==> src/rtl/arbstat_pkg.sv <==
package arbstat_pkg;

    localparam int NUM_GATHER = 2;
    localparam int CID_W      = 6;

    // command field of the command register
    localparam int CMD_LSB = 8;
    typedef enum logic [1:0] {
        CMD_RESET   = 2'd0,
        CMD_CLEAR   = 2'd1,
        CMD_DISABLE = 2'd2,
        CMD_ENABLE  = 2'd3
    } gather_cmd_e;

    typedef enum logic [1:0] {
        ST_IDLE,
        ST_RUN,
        ST_HOLD,
        ST_SAT
    } gather_state_e;

    // control word field positions
    localparam int CID_LSB   = 8;
    localparam int EVT_LSB   = 16;
    localparam int PSEL_LSB  = 24;
    localparam int CFEN_BIT  = 26;
    localparam int PMODE_LSB = 28;

    // event classes
    localparam logic [7:0] EV_QUAL    = 8'd0;
    localparam logic [7:0] EV_READ    = 8'd1;
    localparam logic [7:0] EV_WRITE   = 8'd2;
    localparam logic [7:0] EV_RWCHG   = 8'd3;
    localparam logic [7:0] EV_SUCC    = 8'd4;
    localparam logic [7:0] EV_BANK_AA = 8'd5;
    localparam logic [7:0] EV_BANK_BB = 8'd6;
    localparam logic [7:0] EV_PMISS   = 8'd7;
    localparam logic [7:0] EV_AUTOPRE = 8'd8;

    typedef struct packed {
        logic [CID_W-1:0] client;
        logic [7:0]       evsel;
        logic [1:0]       psel;
        logic             cfen;
        logic [1:0]       pmode;
    } gather_cfg_t;

    typedef struct packed {
        logic             valid;
        logic [CID_W-1:0] client;
        logic             write;
        logic             hp;
        logic             tm;
        logic             bw;
        logic             page_miss;
        logic             auto_pre;
        logic             bank_aa;
        logic             bank_bb;
    } grant_obs_t;

    // register word addresses
    localparam int A_CMD    = 0;
    localparam int A_LIMIT  = 1;
    localparam int A_CFG0   = 2;
    localparam int A_CLOCKS = 4;
    localparam int A_CNT0   = 5;

endpackage

==> src/rtl/arbstat_ctrl.sv <==
module arbstat_ctrl
    import arbstat_pkg::*;
#(
    parameter int CNT_W = 32
) (
    input  logic                 clk,
    input  logic                 rst_n,
    input  logic                 cmd_wr,
    input  gather_cmd_e          cmd,
    input  logic [CNT_W-1:0]     limit,
    output gather_state_e        state,
    output logic [CNT_W-1:0]     clk_cnt,
    output logic                 count_en,
    output logic                 clr
);

    gather_state_e    state_q, state_d;
    logic [CNT_W-1:0] cnt_q, cnt_d;
    logic [CNT_W:0]   tick_sum;

    assign tick_sum = {1'b0, cnt_q} + 1'b1;

    // counter next value
    always_comb begin
        cnt_d = cnt_q;
        if (clr)
            cnt_d = '0;
        else if (state_q == ST_RUN)
            cnt_d = tick_sum[CNT_W-1:0];
    end

    // next-state logic
    always_comb begin
        state_d = state_q;
        if (cmd_wr) begin
            unique case (cmd)
                CMD_RESET, CMD_CLEAR: state_d = ST_IDLE;
                CMD_DISABLE:          state_d = ST_HOLD;
                CMD_ENABLE:           state_d = (cnt_d >= limit) ? ST_SAT : ST_RUN;
            endcase
        end else begin
            unique case (state_q)
                ST_RUN:  if (cnt_d >= limit) state_d = ST_SAT;
                ST_IDLE, ST_HOLD, ST_SAT: state_d = state_q;
            endcase
        end
    end

    // state register
    always_ff @(posedge clk or negedge rst_n) begin
        if (!rst_n) begin
            state_q <= ST_IDLE;
            cnt_q   <= '0;
        end else begin
            state_q <= state_d;
            cnt_q   <= cnt_d;
        end
    end

    // outputs
    always_comb begin
        clr      = cmd_wr && (cmd == CMD_RESET || cmd == CMD_CLEAR);
        count_en = (state_q == ST_RUN);
        state    = state_q;
        clk_cnt  = cnt_q;
    end

    AST_RUN_TICK: assert property (@(posedge clk) disable iff (!rst_n)
        (state_q == ST_RUN && !clr) |=> cnt_q == $past(cnt_q) + 1'b1);
    AST_CLEAR_CLOCKS: assert property (@(posedge clk) disable iff (!rst_n)
        clr |=> (cnt_q == '0 && state_q == ST_IDLE));
    AST_HOLD_STABLE: assert property (@(posedge clk) disable iff (!rst_n)
        (state_q == ST_HOLD && !cmd_wr) |=> $stable(cnt_q));
    AST_SAT_FROZEN: assert property (@(posedge clk) disable iff (!rst_n)
        (state_q == ST_SAT && !cmd_wr) |=> ($stable(cnt_q) && state_q == ST_SAT));

endmodule

==> src/rtl/arbstat_history.sv <==
module arbstat_history
    import arbstat_pkg::*;
(
    input  logic       clk,
    input  logic       rst_n,
    input  logic       clr,
    input  logic       upd,
    input  grant_obs_t obs,
    output logic       succ_hit,
    output logic       rwchg_hit
);

    logic             prev_vld;
    logic [CID_W-1:0] prev_client;
    logic             prev_write;

    always_ff @(posedge clk or negedge rst_n) begin
        if (!rst_n) begin
            prev_vld    <= 1'b0;
            prev_client <= '0;
            prev_write  <= 1'b0;
        end else if (clr) begin
            prev_vld    <= 1'b0;
            prev_client <= '0;
            prev_write  <= 1'b0;
        end else if (upd && obs.valid) begin
            prev_vld    <= 1'b1;
            prev_client <= obs.client;
            prev_write  <= obs.write;
        end
    end

    always_comb begin
        succ_hit  = obs.valid && prev_vld && (obs.client == prev_client);
        rwchg_hit = obs.valid && prev_vld && (obs.write != prev_write);
    end

    AST_HIST_FORGET: assert property (@(posedge clk) disable iff (!rst_n)
        clr |=> !prev_vld);

endmodule

==> src/rtl/arbstat_event.sv <==
module arbstat_event
    import arbstat_pkg::*;
#(
    parameter int CNT_W = 32
) (
    input  logic             clk,
    input  logic             rst_n,
    input  logic             clr,
    input  logic             count_en,
    input  gather_cfg_t      cfg,
    input  grant_obs_t       obs,
    input  logic             succ_hit,
    input  logic             rwchg_hit,
    output logic [CNT_W-1:0] cnt
);

    logic base_hit, psig, pri_ok, cid_ok, hit;

    always_comb begin
        case (cfg.evsel)
            EV_QUAL:    base_hit = obs.valid;
            EV_READ:    base_hit = obs.valid && !obs.write;
            EV_WRITE:   base_hit = obs.valid && obs.write;
            EV_RWCHG:   base_hit = rwchg_hit;
            EV_SUCC:    base_hit = succ_hit;
            EV_BANK_AA: base_hit = obs.valid && obs.bank_aa;
            EV_BANK_BB: base_hit = obs.valid && obs.bank_bb;
            EV_PMISS:   base_hit = obs.valid && obs.page_miss;
            EV_AUTOPRE: base_hit = obs.valid && obs.auto_pre;
            default:    base_hit = 1'b0;
        endcase

        case (cfg.psel)
            2'd0:    psig = obs.hp;
            2'd1:    psig = obs.tm;
            2'd2:    psig = obs.bw;
            default: psig = 1'b0;
        endcase

        case (cfg.pmode)
            2'd0:    pri_ok = 1'b1;
            2'd1:    pri_ok = !psig;
            2'd2:    pri_ok = psig;
            default: pri_ok = 1'b0;
        endcase

        cid_ok = !cfg.cfen || (obs.client == cfg.client);
        hit    = base_hit && pri_ok && cid_ok;
    end

    always_ff @(posedge clk or negedge rst_n) begin
        if (!rst_n)
            cnt <= '0;
        else if (clr)
            cnt <= '0;
        else if (count_en && hit)
            cnt <= cnt + 1'b1;
    end

    AST_STEP_ONE: assert property (@(posedge clk) disable iff (!rst_n)
        !clr |=> (cnt == $past(cnt) || cnt == $past(cnt) + 1'b1));
    AST_IDLE_STABLE: assert property (@(posedge clk) disable iff (!rst_n)
        (!count_en && !clr) |=> $stable(cnt));
    AST_CLEAR_ZERO: assert property (@(posedge clk) disable iff (!rst_n)
        clr |=> cnt == '0);
    AST_NO_GRANT_NO_COUNT: assert property (@(posedge clk) disable iff (!rst_n)
        (!obs.valid && !clr) |=> $stable(cnt));

endmodule

==> src/rtl/arb_stat_gatherer.sv <==
module arb_stat_gatherer
    import arbstat_pkg::*;
#(
    parameter int CNT_W  = 32,
    parameter int REG_W  = 32,
    parameter int ADDR_W = 3
) (
    input  logic              clk,
    input  logic              rst_n,
    input  logic              reg_wr,
    input  logic [ADDR_W-1:0] reg_addr,
    input  logic [REG_W-1:0]  reg_wdata,
    output logic [REG_W-1:0]  reg_rdata,
    input  logic              obs_valid,
    input  logic [5:0]        obs_client,
    input  logic              obs_write,
    input  logic              obs_hp,
    input  logic              obs_tm,
    input  logic              obs_bw,
    input  logic              obs_page_miss,
    input  logic              obs_auto_pre,
    input  logic              obs_bank_aa,
    input  logic              obs_bank_bb
);

    localparam int LIM_W = (CNT_W < REG_W) ? CNT_W : REG_W;

    logic [1:0]       cmd_q;
    logic [CNT_W-1:0] limit_q;
    logic [REG_W-1:0] cfg_q [NUM_GATHER];
    logic [CNT_W-1:0] ev_cnt [NUM_GATHER];
    logic [CNT_W-1:0] clk_cnt;
    gather_state_e    state;
    logic             cmd_wr, count_en, clr, succ_hit, rwchg_hit;
    grant_obs_t       obs;

    assign cmd_wr = reg_wr && (reg_addr == ADDR_W'(A_CMD));

    assign obs = '{valid: obs_valid, client: obs_client, write: obs_write,
                   hp: obs_hp, tm: obs_tm, bw: obs_bw, page_miss: obs_page_miss,
                   auto_pre: obs_auto_pre, bank_aa: obs_bank_aa, bank_bb: obs_bank_bb};

    always_ff @(posedge clk or negedge rst_n) begin
        if (!rst_n) begin
            cmd_q   <= 2'd0;
            limit_q <= '1;
        end else if (reg_wr) begin
            if (reg_addr == ADDR_W'(A_CMD))
                cmd_q <= reg_wdata[CMD_LSB+1:CMD_LSB];
            if (reg_addr == ADDR_W'(A_LIMIT))
                limit_q <= CNT_W'(reg_wdata[LIM_W-1:0]);
        end
    end

    arbstat_ctrl #(.CNT_W(CNT_W)) u_ctrl (
        .clk      (clk),
        .rst_n    (rst_n),
        .cmd_wr   (cmd_wr),
        .cmd      (gather_cmd_e'(reg_wdata[CMD_LSB+1:CMD_LSB])),
        .limit    (limit_q),
        .state    (state),
        .clk_cnt  (clk_cnt),
        .count_en (count_en),
        .clr      (clr)
    );

    arbstat_history u_hist (
        .clk       (clk),
        .rst_n     (rst_n),
        .clr       (clr),
        .upd       (count_en),
        .obs       (obs),
        .succ_hit  (succ_hit),
        .rwchg_hit (rwchg_hit)
    );

    for (genvar g = 0; g < NUM_GATHER; g++) begin : g_gather
        gather_cfg_t cfg;

        always_ff @(posedge clk or negedge rst_n) begin
            if (!rst_n)
                cfg_q[g] <= '0;
            else if (reg_wr && reg_addr == ADDR_W'(A_CFG0 + g))
                cfg_q[g] <= reg_wdata;
        end

        assign cfg = '{client: cfg_q[g][CID_LSB +: CID_W],
                       evsel:  cfg_q[g][EVT_LSB +: 8],
                       psel:   cfg_q[g][PSEL_LSB +: 2],
                       cfen:   cfg_q[g][CFEN_BIT],
                       pmode:  cfg_q[g][PMODE_LSB +: 2]};

        arbstat_event #(.CNT_W(CNT_W)) u_event (
            .clk       (clk),
            .rst_n     (rst_n),
            .clr       (clr),
            .count_en  (count_en),
            .cfg       (cfg),
            .obs       (obs),
            .succ_hit  (succ_hit),
            .rwchg_hit (rwchg_hit),
            .cnt       (ev_cnt[g])
        );

        AST_FREEZE_WITH_CLOCK: assert property (@(posedge clk) disable iff (!rst_n)
            (state == ST_SAT && !cmd_wr) |=> $stable(ev_cnt[g]));
    end

    always_comb begin
        reg_rdata = '0;
        if (reg_addr == ADDR_W'(A_CMD))
            reg_rdata = REG_W'({cmd_q, 8'd0});
        else if (reg_addr == ADDR_W'(A_LIMIT))
            reg_rdata = REG_W'(limit_q);
        else if (reg_addr == ADDR_W'(A_CLOCKS))
            reg_rdata = REG_W'(clk_cnt);
        for (int g = 0; g < NUM_GATHER; g++) begin
            if (reg_addr == ADDR_W'(A_CFG0 + g))
                reg_rdata = cfg_q[g];
            if (reg_addr == ADDR_W'(A_CNT0 + g))
                reg_rdata = REG_W'(ev_cnt[g]);
        end
    end

endmodule

==> config.mk <==
export PLATFORM = sky130hd
export DESIGN_NAME = arb_stat_gatherer
export DESIGN_NICKNAME = d
export VERILOG_FILES = /design/src/rtl/arbstat_pkg.sv /design/src/rtl/arbstat_ctrl.sv /design/src/rtl/arbstat_history.sv /design/src/rtl/arbstat_event.sv /design/src/rtl/arb_stat_gatherer.sv
export SDC_FILE = /design/constraint.sdc
export NUM_CORES = 1
export LEC_CHECK = 0
export BUFFER_PORTS_ARGS = -buffer_cell sky130_fd_sc_hd__buf_4
export CAP_MARGIN = 10
export CORE_ASPECT_RATIO = 1.4
export CORE_MARGIN = 2
export CORE_UTILIZATION = 47
export DETAILED_ROUTE_END_ITERATION = 12
export SLEW_MARGIN = 20
export SYNTH_ARGS = -nofsm -noshare
export SYNTH_HDL_FRONTEND = slang
export SYNTH_SLANG_ARGS = --single-unit
export TNS_END_PERCENT = 30
==> constraint.sdc <==
create_clock -name clk -period 5.3 [get_ports clk]
set_clock_uncertainty 0.05 [all_clocks]
set_input_delay 0.265 -clock clk [delete_from_list [all_inputs] [get_ports clk]]
set_output_delay 0.265 -clock clk [all_outputs]
set_load 0.01 [all_outputs]
# After elaboration in Yosys (flattened, before gate mapping)
# Cells that the tools add are included.
[totals] ff_bits=204 latchBits=0 ramBits=0 mem_bits_ro=0 inputBits=53 output_inout_bits=32 elab_cells=132 n_memories=0
[op_classes] n_addsub=3 n_mul=0 div=0 magnitude_cmp=1 n_eq_ne=42 shifts=0 muxes=30 bitwise_logic=0 n_reduce_logical=45
[op_table] cell="32-bit two-way mux" count=13
[op_table] cell="32-bit by 1-bit adder with 32-bit output (second input constant)" count=3
[op_table] cell="8-bit by 3-bit equality test with 1-bit output (second input constant)" count=8
[op_table] cell="8-bit by 2-bit equality test with 1-bit output (second input constant)" count=4
[op_table] cell="32-bit greater-or-equal comparator" count=1
[op_table] cell="1-bit logical AND" count=20
[op_table] cell="6-bit equality test" count=3
[op_table] cell="1-bit one-hot mux with 9 select lines" count=2
[op_table] cell="2-bit equality test (second input constant)" count=8
[op_table] cell="8-bit by 1-bit equality test with 1-bit output (second input constant)" count=2
[op_table] cell="8-bit by 4-bit equality test with 1-bit output (second input constant)" count=2
[op_table] cell="8-bit logical NOT" count=2
[op_table] cell="2-bit by 1-bit equality test with 1-bit output (second input constant)" count=6
[op_table] cell="2-bit logical NOT" count=6
[op_table] cell="6-bit two-way mux" count=2
[op_table] cell="1-bit one-hot mux with 3 select lines" count=4
[op_table] cell="3-bit equality test (second input constant)" count=3
[op_table] cell="2-bit two-way mux" count=4
[op_table] cell="3-bit by 2-bit equality test with 1-bit output (second input constant)" count=2
[op_table] cell="2-bit one-hot mux with 3 select lines" count=1
[op_table] cell="2-bit AND reduction" count=3
[op_table] cell="2-bit nonzero test" count=3
[op_table] cell="1-bit logical NOT" count=5
[op_table] cell="1-bit two-way mux" count=4
[op_table] cell="8 further kinds" count=10

# Logic depth before layout (Yosys ltp)
[depth] depth_word=9 depth_mapped=16 ltp_nobuf=13

# Cells and area by module
# A second synthesis with hierarchy kept.
[unflattened] hier_cells=1269 hier_area_um2=12568.3
[modules_own_cells] module="arb_stat_gatherer" n_inst=1 cells_each=478 area_each_um2=5355.1 seq_area_each_um2=2492.4
[modules_own_cells] module="arbstat_event" n_inst=2 cells_each=228 area_each_um2=2123.3 seq_area_each_um2=800.8
[modules_own_cells] module="arbstat_ctrl" n_inst=1 cells_each=289 area_each_um2=2547.4 seq_area_each_um2=850.8
[modules_own_cells] module="arbstat_history" n_inst=1 cells_each=46 area_each_um2=419.2 seq_area_each_um2=200.2

# Worst setup path after synthesis
# OpenSTA, ideal clock, no wires.
[synth_timing] kind="in2reg" start="input reg_addr[1]" end="register u_ctrl.state_q[1], in the netlist u_ctrl.state[1]" setup_ns=0.136 arrival_time_ns=3.410 required_ns=5.114 path_slack_ns=1.704 path_stages=13 n_path_buf=3 cell_sequence="clkbuf_1 -> nor4b_1 -> nor2b_1 -> clkbuf_1 -> clkbuf_1 -> nor2_1 -> ha_1 -> a21o_1 -> a211o_1 -> nor2_1 -> o211ai_1 -> a2111oi_0 -> nor4_1"
[synth_between] elab_chain_cells=8 word_cells_on_any_way=11 classes_between="1 x order compare; 2 x eq/ne; 4 x mux; 4 x reduce/logical"
[synth_lines] item="start: declaration" line="arb_stat_gatherer.sv:11" text="input logic [ADDR_W-1:0] reg_addr,"
[synth_lines] item="3-bit logical NOT *" line="arb_stat_gatherer.sv:37" text="assign cmd_wr = reg_wr && (reg_addr == ADDR_W'(A_CMD));"
[synth_lines] item="1-bit logical AND *" line="arb_stat_gatherer.sv:37"
[synth_lines] item="1-bit logical AND *" line="arbstat_ctrl.sv:62" text="clr = cmd_wr && (cmd == CMD_RESET || cmd == CMD_CLEAR);"
[synth_lines] item="32-bit two-way mux *" line="arbstat_ctrl.sv:26" text="if (clr)"
[synth_lines] item="net u_ctrl.cnt_d[10]" line="arbstat_ctrl.sv:18" text="logic [CNT_W-1:0] cnt_q, cnt_d;"
[synth_lines] item="32-bit greater-or-equal comparator *" line="arbstat_ctrl.sv:39, arbstat_ctrl.sv:43"
[synth_lines] item="2-bit two-way mux" line="arbstat_ctrl.sv:39" text="CMD_ENABLE: state_d = (cnt_d >= limit) ? ST_SAT : ST_RUN;"
[synth_lines] item="2-bit one-hot mux with 3 select lines" line="arbstat_ctrl.sv:36" text="unique case (cmd)"
[synth_lines] item="2-bit two-way mux" line="arbstat_ctrl.sv:35" text="if (cmd_wr) begin"
[synth_lines] item="end signal: assignment" line="arbstat_ctrl.sv:55" text="state_q <= state_d;"
[synth_lines] item="end: declaration" line="arbstat_ctrl.sv:17" text="gather_state_e state_q, state_d;"
# The timed path passes the listed nets; every way through them passes the cells marked *.
# A chain may end at the register's enable or synchronous reset.

# Worst setup path in the final report
[layout_timing] start="register u_ctrl.state_q[0], in the netlist u_ctrl.state[0]" end="register u_ctrl.state_q[1], in the netlist u_ctrl.state[1]"
[layout_between] elab_chain_cells=7 word_cells_on_any_way=14 classes_between="1 x order compare; 5 x eq/ne; 5 x mux; 3 x reduce/logical"
[layout_lines] item="2-bit by 1-bit equality test with 1-bit output *" line="arbstat_ctrl.sv:28" text="else if (state_q == ST_RUN)"
[layout_lines] item="32-bit two-way mux *" line="arbstat_ctrl.sv:28"
[layout_lines] item="32-bit two-way mux *" line="arbstat_ctrl.sv:26"
[layout_lines] item="net u_ctrl.cnt_d[20]" line="arbstat_ctrl.sv:18"
[layout_lines] item="32-bit greater-or-equal comparator *" line="arbstat_ctrl.sv:39, arbstat_ctrl.sv:43"
[layout_lines] item="2-bit two-way mux" line="arbstat_ctrl.sv:39"
[layout_lines] item="2-bit one-hot mux with 3 select lines" line="arbstat_ctrl.sv:36"
[layout_lines] item="2-bit two-way mux" line="arbstat_ctrl.sv:35"
# Marks and branches as above.

==> results.md <==
- Pleak: 5.990 nW
- Synth Cell Area: between 10000 and 15000 um^2
- Via count: 10586
- Ant diodes: 0
- WP buf/inv: 0
- Post-CTS Setup Bufs: 0
- Max Freq: between 200 and 250 MHz
- R2R Path End: u_ctrl.state[1]
- Clk sink count: ~200
- Slew Limit Headroom: 28.99%
- TNS Setup: 0 ns
- Pwr dens: ~360 nW/um^2
- Critical Path RT: around 5.6 ns
- Top delay family on crit path: simple AND/OR/NAND/NOR gates
- Crit Path Class: reg -> reg
- Post-Synthesis Cells: roughly 1300
- FF/Latch Area: slightly above 5000 um^2
- XOR/XNOR Fraction of Synth Area: under 10%
- Highest cell delay on the worst timing path: 0.70 ns
- WP data arrival: between 4 and 5 ns
- Setup violators final: 0
- Gpl congestion: about 0.88
- Die W: about 140 um
- Worst-Margin Slew: around 1.1 ns
- CTS tree: built
- Htree depth: 1
- Initial core utilization: 47.90%
- Fin crit period: 4.119 ns
- FFs w/ async S/R, synth: between 90% and 100%
- Area used by multi-input combinational logic: between 6000 and 7000 um^2
- Slew Limit Fails: 0
- Syn_area_per_cell: 9.104 um^2
- Skew-Pair Late Insertion Delay: approximately 0.52 ns
- CTS Buf Count: 23
- Worst-case reg-to-reg path depth: 13
- YS warnings: 0
- Worst R2R Start: u_ctrl.state[0]
- Hold Path Origin: obs_write
- Commonest non-fill, non-tap cells in the layout: dfrtp_1 (172), nand2_1 (141), a21oi_1 (136)
- PortBufs: 84
- First-pass iteration count of the detailed router: 9
- Largest family of logic cells by synthesized area: compound AO/OA/AOI/OAI gates
- Die area: between 20000 and 30000 um^2
- Antenna-violating nets left: 0
- HPWL after detailed placement: 25800 um
- Stages on worst setup path: 13
- Clock root buffer master: clkbuf_16
- Filler Cell Count: about 2300
- Mux contribution to synthesized area: a little over 8%
- Layout Utilization: about 56%
- CP Cell Sequence: nor2b_1, and4_1, nand3_1, nor3_1, xnor2_1, nor2_1, ha_1, a21o_1, a211oi_1, o21ai_0, a32o_1, a2111oi_0, nor4_1
- Simple-gate portion of the synthesized area: 18.25%
- Synth Area in Compound Gates: between 15 and 20%
- Largest net degree at the start of global routing: 132
- CP Capture Type: register
- RSZ-0062 raised after global routing: no
- Class of the worst hold path: in -> reg
- Final Hold Vio Count: 0
- Violated checks: DRC
- I/O Pins: between 80 and 90
- Commonest non-fill, non-tap cell in the layout: dfrtp_1
- R2R Setup Slk: around 1.2 ns
- Min setup slack post-route: around 1.2 ns
- DRT iter0 DRCs: between 800 and 900
- Critical Path Start: u_ctrl.state[0]
- CTS Buffer Depth: 3
- Placement Setup Slack: between 1 and 1.5 ns
- Vias in the first global route: 10174
- WL per Instance: 21.18 um
- Final period utilization: around 78%
- Largest cells by area after synthesis: dfrtp_1 (35%), dfstp_2 (6.9%), mux2_2 (6.2%), a21oi_1 (5.6%), o31ai_1 (4.7%)
- First-pass GRT wire length: between 50000 and 60000 um
- Yosys top cell area share: a little over a third
- Adder-Cell Fraction of Synth Area: 3.590%
- Area delta synth->final: 16.54%
- Yosys reg bits: roughly 200
- CP max stage cell: nor2b_1
- Die height: just under 200 um
- Syn_nets: 1428
- Worst-path clk slew: about 0.060 ns
- Top_reg_cell synth: dfrtp_1
- Drt via density: about 6.1
- Max-cap viol count: 0
- GRT Total Usage: about a quarter
- Sequential area share after synthesis: approximately 42%
- CP startpoint kind: register
- Peak supply drop: between 0.2 and 0.25 mV
- Synth cell types: just over 60
- Nets: between 1000 and 1500
- DR DRC count: 2
- Yosys top cell by area: dfrtp_1
- Remaining global-route overflow: 0
- Drt total wl: ~37000 um
- Worst Setup EP: u_ctrl.state[1]
- Layout cells sized above 1: about 18%
- Max FO, Critical Path: 11
- EDFF count, synth: 0
- Initial antenna violation count: 1
- Status: finished with violations
- Core Region: around 25000 um^2
- Row count: 69
per-layer routing:
layer | up-vias | share of wire (%) | GRT usage (%)
met4 | 0 | 2.9 | 8.006
met2 | 257 | 48 | 44.70
li1 | 5026 | - | -
met3 | 63 | 4.3 | 2.685
met5 | - | 0 | 0
met1 | 5240 | 44 | 36.65
cells in the mapped netlist, drive strengths merged, types with 31 or more instances:
cell type	instances
clkbuf	77
dfrtp	172
or4	50
dfstp	32
a21oi	136
o31ai	77
mux2	68
nor2	91
o211ai	32
nand3	37
ha	35
nand2	142
xnor2	31
o21ai	83
inv	55
worst min-delay path: cells and delay by family:
| kind | cells | cell delay, ns |
|---|---|---|
| buffers and inverters | 1 | 0.13 |
| muxes | 1 | 0.07 |
| and+or+nand+nor | 1 | 0.07 |
how the worst min path moves through the flow:
stage	slack, ns	cells past startpoint	end
floorplan	-0.08	0	cfg_q[0]
global placement	0.29	1	g_gather[1].u_event.cnt[21]
detailed placement	0.28	1	g_gather[1].u_event.cnt[21]
CTS	0.00006	3	u_hist.prev_write
global route	0.02	3	u_hist.prev_client[5]
finish	0.003	3	u_hist.prev_write
logic make-up after synthesis:
family,Yosys count
muxes,88
adders and majority gates,35
DFF,204
and+or+nand+nor,435
AOI/OAI and AO/OA,383
xor gates and xnor gates,48
buffers and inverters,147
power by group:
group | total (mW) | internal [mW] | switching (mW)
Combinational | 1.13 | 0.521 | 0.606
Sequential | 2.15 | 1.87 | 0.276
Clock | 1.79 | 1.11 | 0.684
sequential cells by signal, indices dropped and copies added (netlist names), 2 cells and up:
register	cells
u_hist.prev_client	6
u_ctrl.clk_cnt	32
cmd_q	2
limit_q	32
cfg_q	64
g_gather.u_event.cnt	64
u_ctrl.state	2
metrics by stage:
| step | total power, mW | hold slack, ns | instance area [um^2] | cells |
|---|---|---|---|---|
| detailed placement | 3.273 | 0.2787 | 13050 | 1667 |
| global placement | 3.243 | 0.2872 | 13050 | 1667 |
| CTS | 5.084 | 0.00005723 | 14210 | 1741 |
| finish | 5.064 | 0.003131 | 14220 | 1741 |
| floorplan | 2.845 | -0.08059 | 12200 | 1340 |
| global route | 5.336 | 0.01817 | 14220 | 1741 |
what timing repair did:
action,4_1_cts,5_1_grt
hold buffers,33,0
resized for setup,0,0
hold endpoints to repair,167,0
setup endpoints to repair,0,0
area by class of cell:
cell class                 count  share of cell area [%]
multi-input combinational    989                   45.92
inverter                      55                   1.452
clock buffer                  29                   4.559
sequential                   204                   36.19
clock inverter                12                   1.338
timing repair buffer         133                   7.736
tap                          319                   2.807
Note: power is estimated with default switching activity, not from simulation.
